===== src/rtl/exit_seq_pkg.sv =====
package exit_seq_pkg;

  typedef enum logic [2:0] {
    ST_IDLE,
    ST_SLOW,
    ST_STAB,
    ST_LOCK,
    ST_FIN
  } seqState_t;

  typedef enum logic [1:0] {
    LD_NONE,
    LD_SLOW,
    LD_STAB,
    LD_LOCK
  } loadSel_t;

  // Strobes from control to datapath
  typedef struct packed {
    loadSel_t loadSel;
    logic     latchCfg;
  } ctlStrobe_t;

  localparam int SLOW_EN_BIT = 6;

  function automatic logic [6:0] stabDelay(input logic [1:0] code);
    case (code)
      2'd0:    stabDelay = 7'd73;
      2'd1:    stabDelay = 7'd67;
      2'd2:    stabDelay = 7'd61;
      default: stabDelay = 7'd46;
    endcase
  endfunction

  function automatic logic [6:0] lockDelay(input logic [1:0] code);
    case (code)
      2'd1:    lockDelay = 7'd20;
      2'd2:    lockDelay = 7'd15;
      default: lockDelay = 7'd10;
    endcase
  endfunction

endpackage


===== src/rtl/exit_seq_datapath.sv =====
module exit_seq_datapath
  import exit_seq_pkg::*;
#(
  parameter int CNT_W     = 8,
  parameter int SLOW_STEP = 8
) (
  input  logic             clk,
  input  logic             rst_n,
  input  logic             usTick,
  input  logic [7:0]       cfgReg,
  input  logic [CNT_W-1:0] pllLockUs,
  input  ctlStrobe_t       ctl,
  output logic             slowEnLive,
  output logic             stageExpire
);

  logic [5:0]       cfgQ;
  logic [5:0]       cfgView;
  logic [CNT_W-1:0] pllQ;
  logic [CNT_W-1:0] pllView;
  logic [CNT_W-1:0] cnt;
  logic [CNT_W-1:0] loadVal;
  logic             unusedRsvd;

  assign unusedRsvd = cfgReg[7];
  assign slowEnLive = cfgReg[SLOW_EN_BIT];

  // The start edge loads from live inputs; later stages use the sampled copy
  assign cfgView = ctl.latchCfg ? cfgReg[5:0] : cfgQ;
  assign pllView = ctl.latchCfg ? pllLockUs : pllQ;

  always_comb begin
    case (ctl.loadSel)
      LD_SLOW: loadVal = CNT_W'((int'(cfgView[5:4]) + 1) * SLOW_STEP);
      LD_STAB: loadVal = CNT_W'(stabDelay(cfgView[3:2]));
      LD_LOCK: loadVal = (cfgView[1:0] == 2'd0) ? pllView
                                                : CNT_W'(lockDelay(cfgView[1:0]));
      default: loadVal = '0;
    endcase
  end

  always_ff @(posedge clk) begin
    if (!rst_n) begin
      cfgQ <= '0;
      pllQ <= '0;
      cnt  <= '0;
    end else begin
      if (ctl.latchCfg) begin
        cfgQ <= cfgReg[5:0];
        pllQ <= pllLockUs;
      end
      if (ctl.loadSel != LD_NONE)
        cnt <= loadVal;
      else if (usTick && cnt != '0)
        cnt <= cnt - 1'b1;
    end
  end

  assign stageExpire = (cnt == '0) || (usTick && cnt == CNT_W'(1));

endmodule


===== src/rtl/exit_seq_control.sv =====
module exit_seq_control
  import exit_seq_pkg::*;
(
  input  logic       clk,
  input  logic       rst_n,
  input  logic       exitReq,
  input  logic       slowEnLive,
  input  logic       stageExpire,
  output ctlStrobe_t ctl,
  output logic       holdSleepReq,
  output logic       holdVrSleep,
  output logic       holdCpuStop,
  output logic       holdDeepSleep,
  output logic       holdCpuSleep,
  output logic       done
);

  seqState_t state, stateNext;
  logic      asleep;

  always_comb begin
    stateNext    = state;
    ctl.loadSel  = LD_NONE;
    ctl.latchCfg = 1'b0;
    case (state)
      ST_IDLE: if (exitReq) begin
        ctl.latchCfg = 1'b1;
        if (slowEnLive) begin
          stateNext   = ST_SLOW;
          ctl.loadSel = LD_SLOW;
        end else begin
          stateNext   = ST_STAB;
          ctl.loadSel = LD_STAB;
        end
      end
      ST_SLOW: if (stageExpire) begin
        stateNext   = ST_STAB;
        ctl.loadSel = LD_STAB;
      end
      ST_STAB: if (stageExpire) begin
        stateNext   = ST_LOCK;
        ctl.loadSel = LD_LOCK;
      end
      ST_LOCK: if (stageExpire) stateNext = ST_FIN;
      default: stateNext = ST_IDLE;
    endcase
  end

  always_ff @(posedge clk) begin
    if (!rst_n) begin
      state  <= ST_IDLE;
      asleep <= 1'b1;
    end else begin
      state <= stateNext;
      if (state == ST_FIN) asleep <= 1'b0;
    end
  end

  always_comb begin
    if (state == ST_IDLE) begin
      holdSleepReq  = asleep;
      holdVrSleep   = asleep;
      holdCpuStop   = asleep;
      holdCpuSleep  = asleep;
    end else begin
      holdSleepReq  = 1'b0;
      holdVrSleep   = (state == ST_SLOW);
      holdCpuStop   = (state == ST_SLOW) || (state == ST_STAB);
      holdCpuSleep  = (state != ST_FIN);
    end
    holdDeepSleep = holdCpuStop;
    done          = (state == ST_FIN);
  end

endmodule


===== src/rtl/deep_sleep_exit_seq.sv =====
module deep_sleep_exit_seq
  import exit_seq_pkg::*;
#(
  parameter int CNT_W     = 8,
  parameter int SLOW_STEP = 8
) (
  input  logic             clk,
  input  logic             rst_n,
  input  logic             exitReq,
  input  logic             usTick,
  input  logic [7:0]       cfgReg,
  input  logic [CNT_W-1:0] pllLockUs,
  output logic             holdSleepReq,
  output logic             holdVrSleep,
  output logic             holdCpuStop,
  output logic             holdDeepSleep,
  output logic             holdCpuSleep,
  output logic             done
);

  ctlStrobe_t ctl;
  logic       slowEnLive;
  logic       stageExpire;

  exit_seq_datapath #(.CNT_W(CNT_W), .SLOW_STEP(SLOW_STEP)) u_dp (
    .clk         (clk),
    .rst_n       (rst_n),
    .usTick      (usTick),
    .cfgReg      (cfgReg),
    .pllLockUs   (pllLockUs),
    .ctl         (ctl),
    .slowEnLive  (slowEnLive),
    .stageExpire (stageExpire)
  );

  exit_seq_control u_ctl (
    .clk           (clk),
    .rst_n         (rst_n),
    .exitReq       (exitReq),
    .slowEnLive    (slowEnLive),
    .stageExpire   (stageExpire),
    .ctl           (ctl),
    .holdSleepReq  (holdSleepReq),
    .holdVrSleep   (holdVrSleep),
    .holdCpuStop   (holdCpuStop),
    .holdDeepSleep (holdDeepSleep),
    .holdCpuSleep  (holdCpuSleep),
    .done          (done)
  );

endmodule


===== config.mk =====
export PLATFORM = sky130hd
export DESIGN_NAME = deep_sleep_exit_seq
export DESIGN_NICKNAME = d
export VERILOG_FILES = /design/src/rtl/exit_seq_pkg.sv /design/src/rtl/exit_seq_datapath.sv /design/src/rtl/exit_seq_control.sv /design/src/rtl/deep_sleep_exit_seq.sv
export SDC_FILE = /design/constraint.sdc
export NUM_CORES = 1
export LEC_CHECK = 0
export BUFFER_PORTS_ARGS = -buffer_cell sky130_fd_sc_hd__buf_2
export CORE_MARGIN = 2
export CORE_UTILIZATION = 50
export DETAILED_ROUTE_END_ITERATION = 7
export PLACE_DENSITY = 0.75
export RECOVER_POWER = 50
export SLEW_MARGIN = 20
export SYNTH_ARGS = -nofsm -noshare
export SYNTH_HDL_FRONTEND = slang
export SYNTH_SLANG_ARGS = --single-unit

===== constraint.sdc =====
create_clock -name clk -period 2.7 [get_ports clk]
set_input_delay 0.405 -clock clk [delete_from_list [all_inputs] [get_ports clk]]
set_output_delay 0.405 -clock clk [all_outputs]
set_load 0.1 [all_outputs]

## Word level (Yosys, flattened, before mapping)

Index checks and enable logic that the tools add are counted.

| storage, ports and cells | value |
|---|---|
| input port bits | 20 |
| register bits | 26 |
| word-level logic and storage cells | 60 |

| cells by class | value |
|---|---|
| add/subtract/negate cells | 2 |
| reduce and logical (&&, ||, !) cells | 12 |
| mux-type cells | 24 |
| equal/unequal tests | 17 |

Operators by type and width:

| cell | count |
|---|---|
| $mux W8 | 4 |
| $pmux W8 S3 | 1 |
| $pmux W7 S3 | 1 |
| $mux W3 | 5 |
| $pmux W3 S4 | 1 |
| $pmux W5 S2 | 1 |
| $eq A2 B2 Y1 const B | 4 |
| $eq A8 B1 Y1 const B | 1 |
| $logic_not A8 Y1 | 1 |
| $mux W2 | 4 |
| $ne A2 B2 Y1 const B | 4 |
| $reduce_bool A8 Y1 | 1 |
| $sub A8 B1 Y8 const B | 1 |
| $eq A2 B1 Y1 const B | 3 |
| $eq A3 B2 Y1 const B | 2 |
| $mux W6 | 1 |
| $pmux W2 S3 | 1 |
| $mux W1 | 5 |
| $logic_not A2 Y1 | 2 |
| $reduce_and A4 Y1 | 1 |
| $reduce_bool A2 Y1 | 2 |
| $add A2 B1 Y3 const B | 1 |
| $eq A3 B1 Y1 const B | 1 |
| $eq A3 B3 Y1 const B | 1 |
| 4 further kinds | 6 |

## Longest topological paths before layout

| logic depth | value |
|---|---|
| word-level depth | 9 |
| depth in mapped cells | 11 |

## Modules after synthesis

Synthesis repeated with hierarchy kept, for this count alone.

| unflattened totals | value |
|---|---|
| cell total of the unflattened synthesis | 188 |
| area, all modules | 1607.8 um2 |

By module, submodules not included:

| module | area each (um2) | cells an instance | instances | sequential area each (um2) |
|---|---|---|---|---|
| exit_seq_datapath | 1345.0 | 156 | 1 | 440.4 |
| exit_seq_control | 262.8 | 32 | 1 | 80.1 |

## Worst setup path after synthesis

No wires, ideal clock.

| timing path | value |
|---|---|
| kind | register -> output |
| start | register u_ctl.state[1] |
| end | output port holdDeepSleep |
| buffers on the path | 3 |
| stages on the path, launching flop included | 6 |
| required time | 2.295 ns |
| data arrival time | 3.661 ns |
| setup slack | -1.366 ns |
| path through | dfxtp_1 > clkbuf_1 > clkbuf_1 > a21oi_1 > a21boi_0 > buf_4 |

| between the ends | value |
|---|---|
| longest elaborated chain between the ends | 3 |
| elaborated cells between the ends (all ways) | 5 |
| those cells by class | 2 x eq/ne; 1 x mux; 2 x reduce/logical |

Ends and longest elaborated chain:

| element | RTL line | text |
|---|---|---|
| start: declaration | exit_seq_control.sv:18 | `seqState_t state, stateNext;` |
| start signal: assignment | exit_seq_control.sv:54 | `state <= stateNext;` |
| $eq A3 B1 Y1 or $eq A3 B2 Y1 (tied branches) | exit_seq_control.sv:68 | `holdCpuStop = (state == ST_SLOW) \|\| (state == ST_STAB);` |
| $logic_or A1 B1 Y1 | exit_seq_control.sv:68 |  |
| $mux W1 * | exit_seq_control.sv:60 | `if (state == ST_IDLE) begin` |
| end: declaration | deep_sleep_exit_seq.sv:16 | `output logic holdDeepSleep,` |

Mark *: on every way between the ends. The rest lies on a longest branch, timed or not.

## Worst setup path in the final report

| timing path | value |
|---|---|
| start | register u_dp.cnt[2] |
| end | register u_dp.cnt[4] |

| between the ends | value |
|---|---|
| longest elaborated chain between the ends | 8 |
| elaborated cells between the ends (all ways) | 18 |
| those cells by class | 1 x add/sub; 4 x eq/ne; 6 x mux; 7 x reduce/logical |

Ends and longest elaborated chain:

| element | RTL line | text |
|---|---|---|
| start: declaration | exit_seq_datapath.sv:21 | `logic [CNT_W-1:0] cnt;` |
| start signal: assignment | exit_seq_datapath.sv:53 | `cnt <= loadVal;` |
| start signal: assignment | exit_seq_datapath.sv:55 | `cnt <= cnt - 1'b1;` |
| $eq A8 B1 Y1 | exit_seq_datapath.sv:59 | `assign stageExpire = (cnt == '0) \|\| (usTick && cnt == CNT_W'(1));` |
| $logic_and A1 B1 Y1 | exit_seq_datapath.sv:59 |  |
| $logic_or A1 B1 Y1 | exit_seq_datapath.sv:59 |  |
| $mux W2, on equally long branches | exit_seq_control.sv:40, exit_seq_control.sv:36 |  |
| $pmux W2 S3 | exit_seq_control.sv:25 | `case (state)` |
| $eq A2 B2 Y1 or $eq A2 B1 Y1 (tied branches) | exit_seq_datapath.sv:33 | `case (ctl.loadSel)` |
| $pmux W8 S3 | exit_seq_datapath.sv:33 |  |
| $mux W8 | exit_seq_datapath.sv:52 | `if (ctl.loadSel != LD_NONE)` |

Parallel ways exist; a longest one is shown, timed or not. The select of a mux whose other input is x is not followed.
A chain may end at the register's enable or synchronous reset.

==> metrics.txt <==
# TYPE chip_impl_metric gauge
chip_impl_metric{name="arrival",unit="ns"} 2.70
chip_impl_metric{name="antennaDiodeCount",unit=""} 0
chip_impl_info{name="ys_top_cells_by_area",value="dfxtp_1, mux2i_1, nor2b_1"} 1
chip_impl_info{name="clock_tree_from_tritoncts",value="built"} 1
chip_impl_info{name="rsz_0062_raised_after_global_routing",value="no"} 1
chip_impl_metric{name="skew",unit="ns"} 0.0164
chip_impl_metric{name="netSwitchingPower",unit="mW"} 0.955
chip_impl_metric{name="vdd_drop_max",unit="µV"} 561
chip_impl_metric{name="cts.clk_slew.worst_paths",unit="ns"} 0.15
chip_impl_metric{name="synth_fp_nets",unit=""} 217
chip_impl_info{name="crit_end",value="u_dp.cnt[4]"} 1
chip_impl_metric{name="vias_in_the_first_global_route",unit=""} 1361
chip_impl_metric{name="detailroute.via_count",unit=""} 1458
chip_impl_metric{name="chipWidth",unit="µm"} 61.4
chip_impl_metric{name="drt_iter0_markers",unit=""} 73
chip_impl_metric{name="maximum_number_of_pins_on_one_net_before_global_route_repair",unit=""} 29
chip_impl_metric{name="num_io_pins",unit=""} 26
chip_impl_metric{name="layout_worst_path_cycle_share",unit="%"} 91.1
chip_impl_info{name="final_cell_mix",value="dfxtp_1, buf_2, nor2_1, nor2b_1, mux2i_1"} 1
chip_impl_metric{name="syn_to_final_growth",unit="%"} 12.2
chip_impl_metric{name="critical_path.max_fanout",unit=""} 7
chip_impl_metric{name="setup_viol_count_final",unit=""} 0
chip_impl_info{name="hp-class",value="in -> reg"} 1
chip_impl_metric{name="final-max-slew-violation-count",unit=""} 0
chip_impl_metric{name="power.share.clock",unit="%"} 8.7
chip_impl_metric{name="drive_above_1_share",unit="%"} 23.3
chip_impl_info{name="clk_root_buffer_cell",value="clkbuf_4"} 1
chip_impl_metric{name="finalNonFillerCells",unit=""} 254
chip_impl_metric{name="detail_route.drc_violations",unit=""} 0
chip_impl_metric{name="syn-instance-count",unit=""} 190
chip_impl_metric{name="avgViaCountPerCell",unit=""} 5.74
chip_impl_metric{name="tritoncts.num_buffers",unit=""} 3
chip_impl_metric{name="final_hold_viol_count",unit=""} 0
chip_impl_info{name="worst_setup_path_class",value="reg -> reg"} 1
chip_impl_metric{name="post_drt_wl_per_cell",unit="µm"} 14.5
chip_impl_info{name="critical-path-slowest-cell",value="or4_1"} 1
chip_impl_metric{name="grt_pass1_wl",unit="mm"} 6.01
chip_impl_metric{name="worst_skew_pair.late_latency",unit="ns"} 0.32
chip_impl_info{name="most_common_library_cell_in_the_layout_ignoring_fill_and_taps",value="dfxtp_1"} 1
chip_impl_metric{name="vertical_extent_of_the_die",unit="µm"} 61.4
chip_impl_info{name="critical_path.endpoint_type",value="register"} 1
chip_impl_metric{name="max_slew_margin",unit="%"} 22.9
chip_impl_metric{name="global_route_usage_over_all_layers",unit="%"} 21.5
chip_impl_metric{name="worst_r2r_path_depth",unit=""} 5
chip_impl_metric{name="synth_top_cell_area_share",unit="%"} 31.6
chip_impl_metric{name="filler_cell_count",unit=""} 307
chip_impl_metric{name="setup.reg_to_reg.worst_slack",unit="ns"} 0.24
chip_impl_info{name="launch_instance_of_the_worst_register_to_register_path",value="u_dp.cnt[2]"} 1
chip_impl_metric{name="hold-worst-slack",unit="ns"} 0.369
chip_impl_metric{name="fin_setup_tns",unit="ns"} 0
chip_impl_info{name="status",value="finished, final reports clean"} 1
chip_impl_metric{name="power_report.internal_total",unit="mW"} 0.980
chip_impl_metric{name="dpl.cell_count",unit=""} 251
chip_impl_metric{name="synth_enable_flop_cells",unit=""} 0
chip_impl_metric{name="yosys_warnings",unit=""} 0
chip_impl_metric{name="fraction_of_power_consumed_by_sequential_logic",unit="%"} 28.5
chip_impl_info{name="path_cells",value="or4_1, o41ai_1, nor2b_1, nand3_1, a31o_2"} 1
chip_impl_metric{name="layout.nets",unit=""} 239
chip_impl_metric{name="achievable-frequency",unit="MHz"} 406
chip_impl_metric{name="postSynth.asyncResetShare",unit="%"} 0
chip_impl_metric{name="wl",unit="mm"} 3.68
chip_impl_metric{name="max_cap_viol_count",unit=""} 0
chip_impl_metric{name="placeable_core_region",unit="µm²"} 3100
chip_impl_metric{name="drtPass1Iterations",unit=""} 4
chip_impl_metric{name="grt_antenna_before_repair",unit=""} 0
chip_impl_info{name="crit_path_start_kind",value="register"} 1
chip_impl_metric{name="start_util",unit="%"} 53.1
chip_impl_metric{name="power.density_cell_area",unit="nW/µm²"} 1050
chip_impl_metric{name="placement.io_buffers",unit=""} 24
chip_impl_metric{name="post_cts_hold_buffer_count",unit=""} 0
chip_impl_metric{name="static_leakage_power",unit="nW"} 0.793
chip_impl_metric{name="cts_resized",unit=""} 0
chip_impl_metric{name="netlist-cell-type-count",unit=""} 47
chip_impl_metric{name="place.gp.congestion",unit=""} 0.872
chip_impl_metric{name="combinationalPowerShare",unit="%"} 62.8
chip_impl_metric{name="timing.critical_path.required",unit="ns"} 2.94
chip_impl_metric{name="power.share.switching",unit="%"} 49.3
chip_impl_metric{name="postSynthAreaPerCell",unit="µm²"} 8.67
chip_impl_metric{name="gr-total-overflow",unit=""} 0
chip_impl_metric{name="cts_max_path_buffers",unit=""} 2
chip_impl_metric{name="final_period_minus_worst_setup_slack",unit="ns"} 2.46
chip_impl_info{name="hold_start",value="pllLockUs[6]"} 1
chip_impl_info{name="crit_start",value="u_dp.cnt[2]"} 1
chip_impl_info{name="dominantRegCellSynth",value="dfxtp_1"} 1
chip_impl_metric{name="crit_path_max_incr_delay",unit="ns"} 0.62
chip_impl_metric{name="setup_repair_bufs_after_cts",unit=""} 0
chip_impl_metric{name="full_die_area",unit="µm²"} 3770
chip_impl_metric{name="drt.antenna.violating_nets",unit=""} 0
chip_impl_metric{name="numClockSinks",unit=""} 26
chip_impl_info{name="post-synth-top-area-cell",value="dfxtp_1"} 1
chip_impl_info{name="reg_to_reg_endpoint",value="u_dp.cnt[4]"} 1
chip_impl_metric{name="synth_seq_area_share",unit="%"} 31.6
chip_impl_metric{name="yosys_register_bits",unit=""} 26
chip_impl_metric{name="cts.htree.levels",unit=""} 1
chip_impl_metric{name="mappedNetlistArea",unit="µm²"} 1650
chip_impl_metric{name="fp-row-count",unit=""} 20
chip_impl_metric{name="hpwl",unit="mm"} 2.87
chip_impl_metric{name="worst_pin_slew",unit="ns"} 1.16
==> per-layer routing <==
| metal | GRT usage (%) | wire length (µm) |
|---|---|---|
| met4 | 7.29 | 58 |
| met1 | 27.2 | 1660 |
| met2 | 38.3 | 1840 |
| met5 | 0 | 0 |
| met3 | 1.89 | 117 |
==> power by group through the flow <==
| stage | registers [mW] | logic, mW | clock network [mW] |
|---|---|---|---|
| 3_5_place_dp | 0.560 | 1.21 | 0 |
| 5_1_grt | 0.561 | 1.33 | 0.184 |
| 3_3_place_gp | 0.550 | 1.18 | 0 |
| 2_1_floorplan | 0.539 | 0.996 | 0 |
| 6_report | 0.551 | 1.22 | 0.168 |
| 4_1_cts | 0.550 | 1.22 | 0.169 |
==> cell families after synthesis <==
family                     synth area share (%)
and+or+nand+nor                            24.5
AOI/OAI and AO/OA                          21.8
DFF                                        31.6
buffers and inverters                      5.32
muxes                                      9.87
adders and majority gates                  5.31
xor gates and xnor gates                   1.59
==> final cells by class <==
| cell class | count | area (µm²) | share of cell area [%] |
|---|---|---|---|
| multi-input cells | 143 | 1060 | 57.2 |
| flip-flops and latches | 26 | 520 | 28.1 |
| well taps | 44 | 55.1 | 2.98 |
| clock buffers | 3 | 22.5 | 1.22 |
| repair buffers | 31 | 168 | 9.07 |
| inverters | 7 | 26.3 | 1.42 |
==> synthesized netlist by cell type, types with 2 or more instances <==
master,n
buf_2,4
mux2i_1,14
a31o_2,2
nor3_1,4
nor2_1,16
a211oi_1,3
a31oi_1,4
or2_2,2
nand2_1,10
nor4b_1,2
xnor2_1,2
nor2b_1,16
a211o_1,4
clkbuf_1,9
inv_1,7
a21oi_1,4
o221a_2,3
o21ai_0,5
o21a_1,2
mux2_2,2
or4_1,2
nand2b_1,6
o31ai_1,2
nand3_1,3
ha_1,7
and2_1,5
dfxtp_1,26
o221ai_1,2
o41ai_1,2
o31a_1,2
or3b_2,2
==> stage by stage <==
stage	area (µm²)	worst slack [ns]	power (mW)	util [%]
after floorplan	1660	0.118	1.54	-
after global placement	1830	0.206	1.73	59.0
after detailed placement	1830	0.180	1.77	59.0
after CTS	1850	0.244	1.93	59.8
after global routing	1850	0.0591	2.07	59.6
final	1850	0.240	1.93	59.6
==> state kept, by name (all words and copies together), names as in the netlist <==
signal        count
u_dp.cnt          8
u_dp.pllQ         8
u_dp.cfgQ         6
u_ctl.state       3
u_ctl.asleep      1
==> critical path, delay by kind of cell, from the launching register on <==
| family | cells | cell delay [ns] |
|---|---|---|
| and+or+nand+nor | 3 | 1.22 |
| DFF | 1 | 0.39 |
| AOI/OAI and AO/OA | 2 | 0.76 |
==> worst min-delay path by stage <==
stage                        end  slack, ns  cells after the start
floorplan           u_dp.pllQ[6]       0.47                      2
global placement    u_dp.pllQ[0]       0.50                      2
detailed placement  u_dp.pllQ[0]       0.50                      2
CTS                 u_dp.pllQ[0]       0.37                      3
global route        u_dp.pllQ[0]       0.37                      3
finish              u_dp.pllQ[6]       0.37                      3
Power figures use the tool's default switching activity.
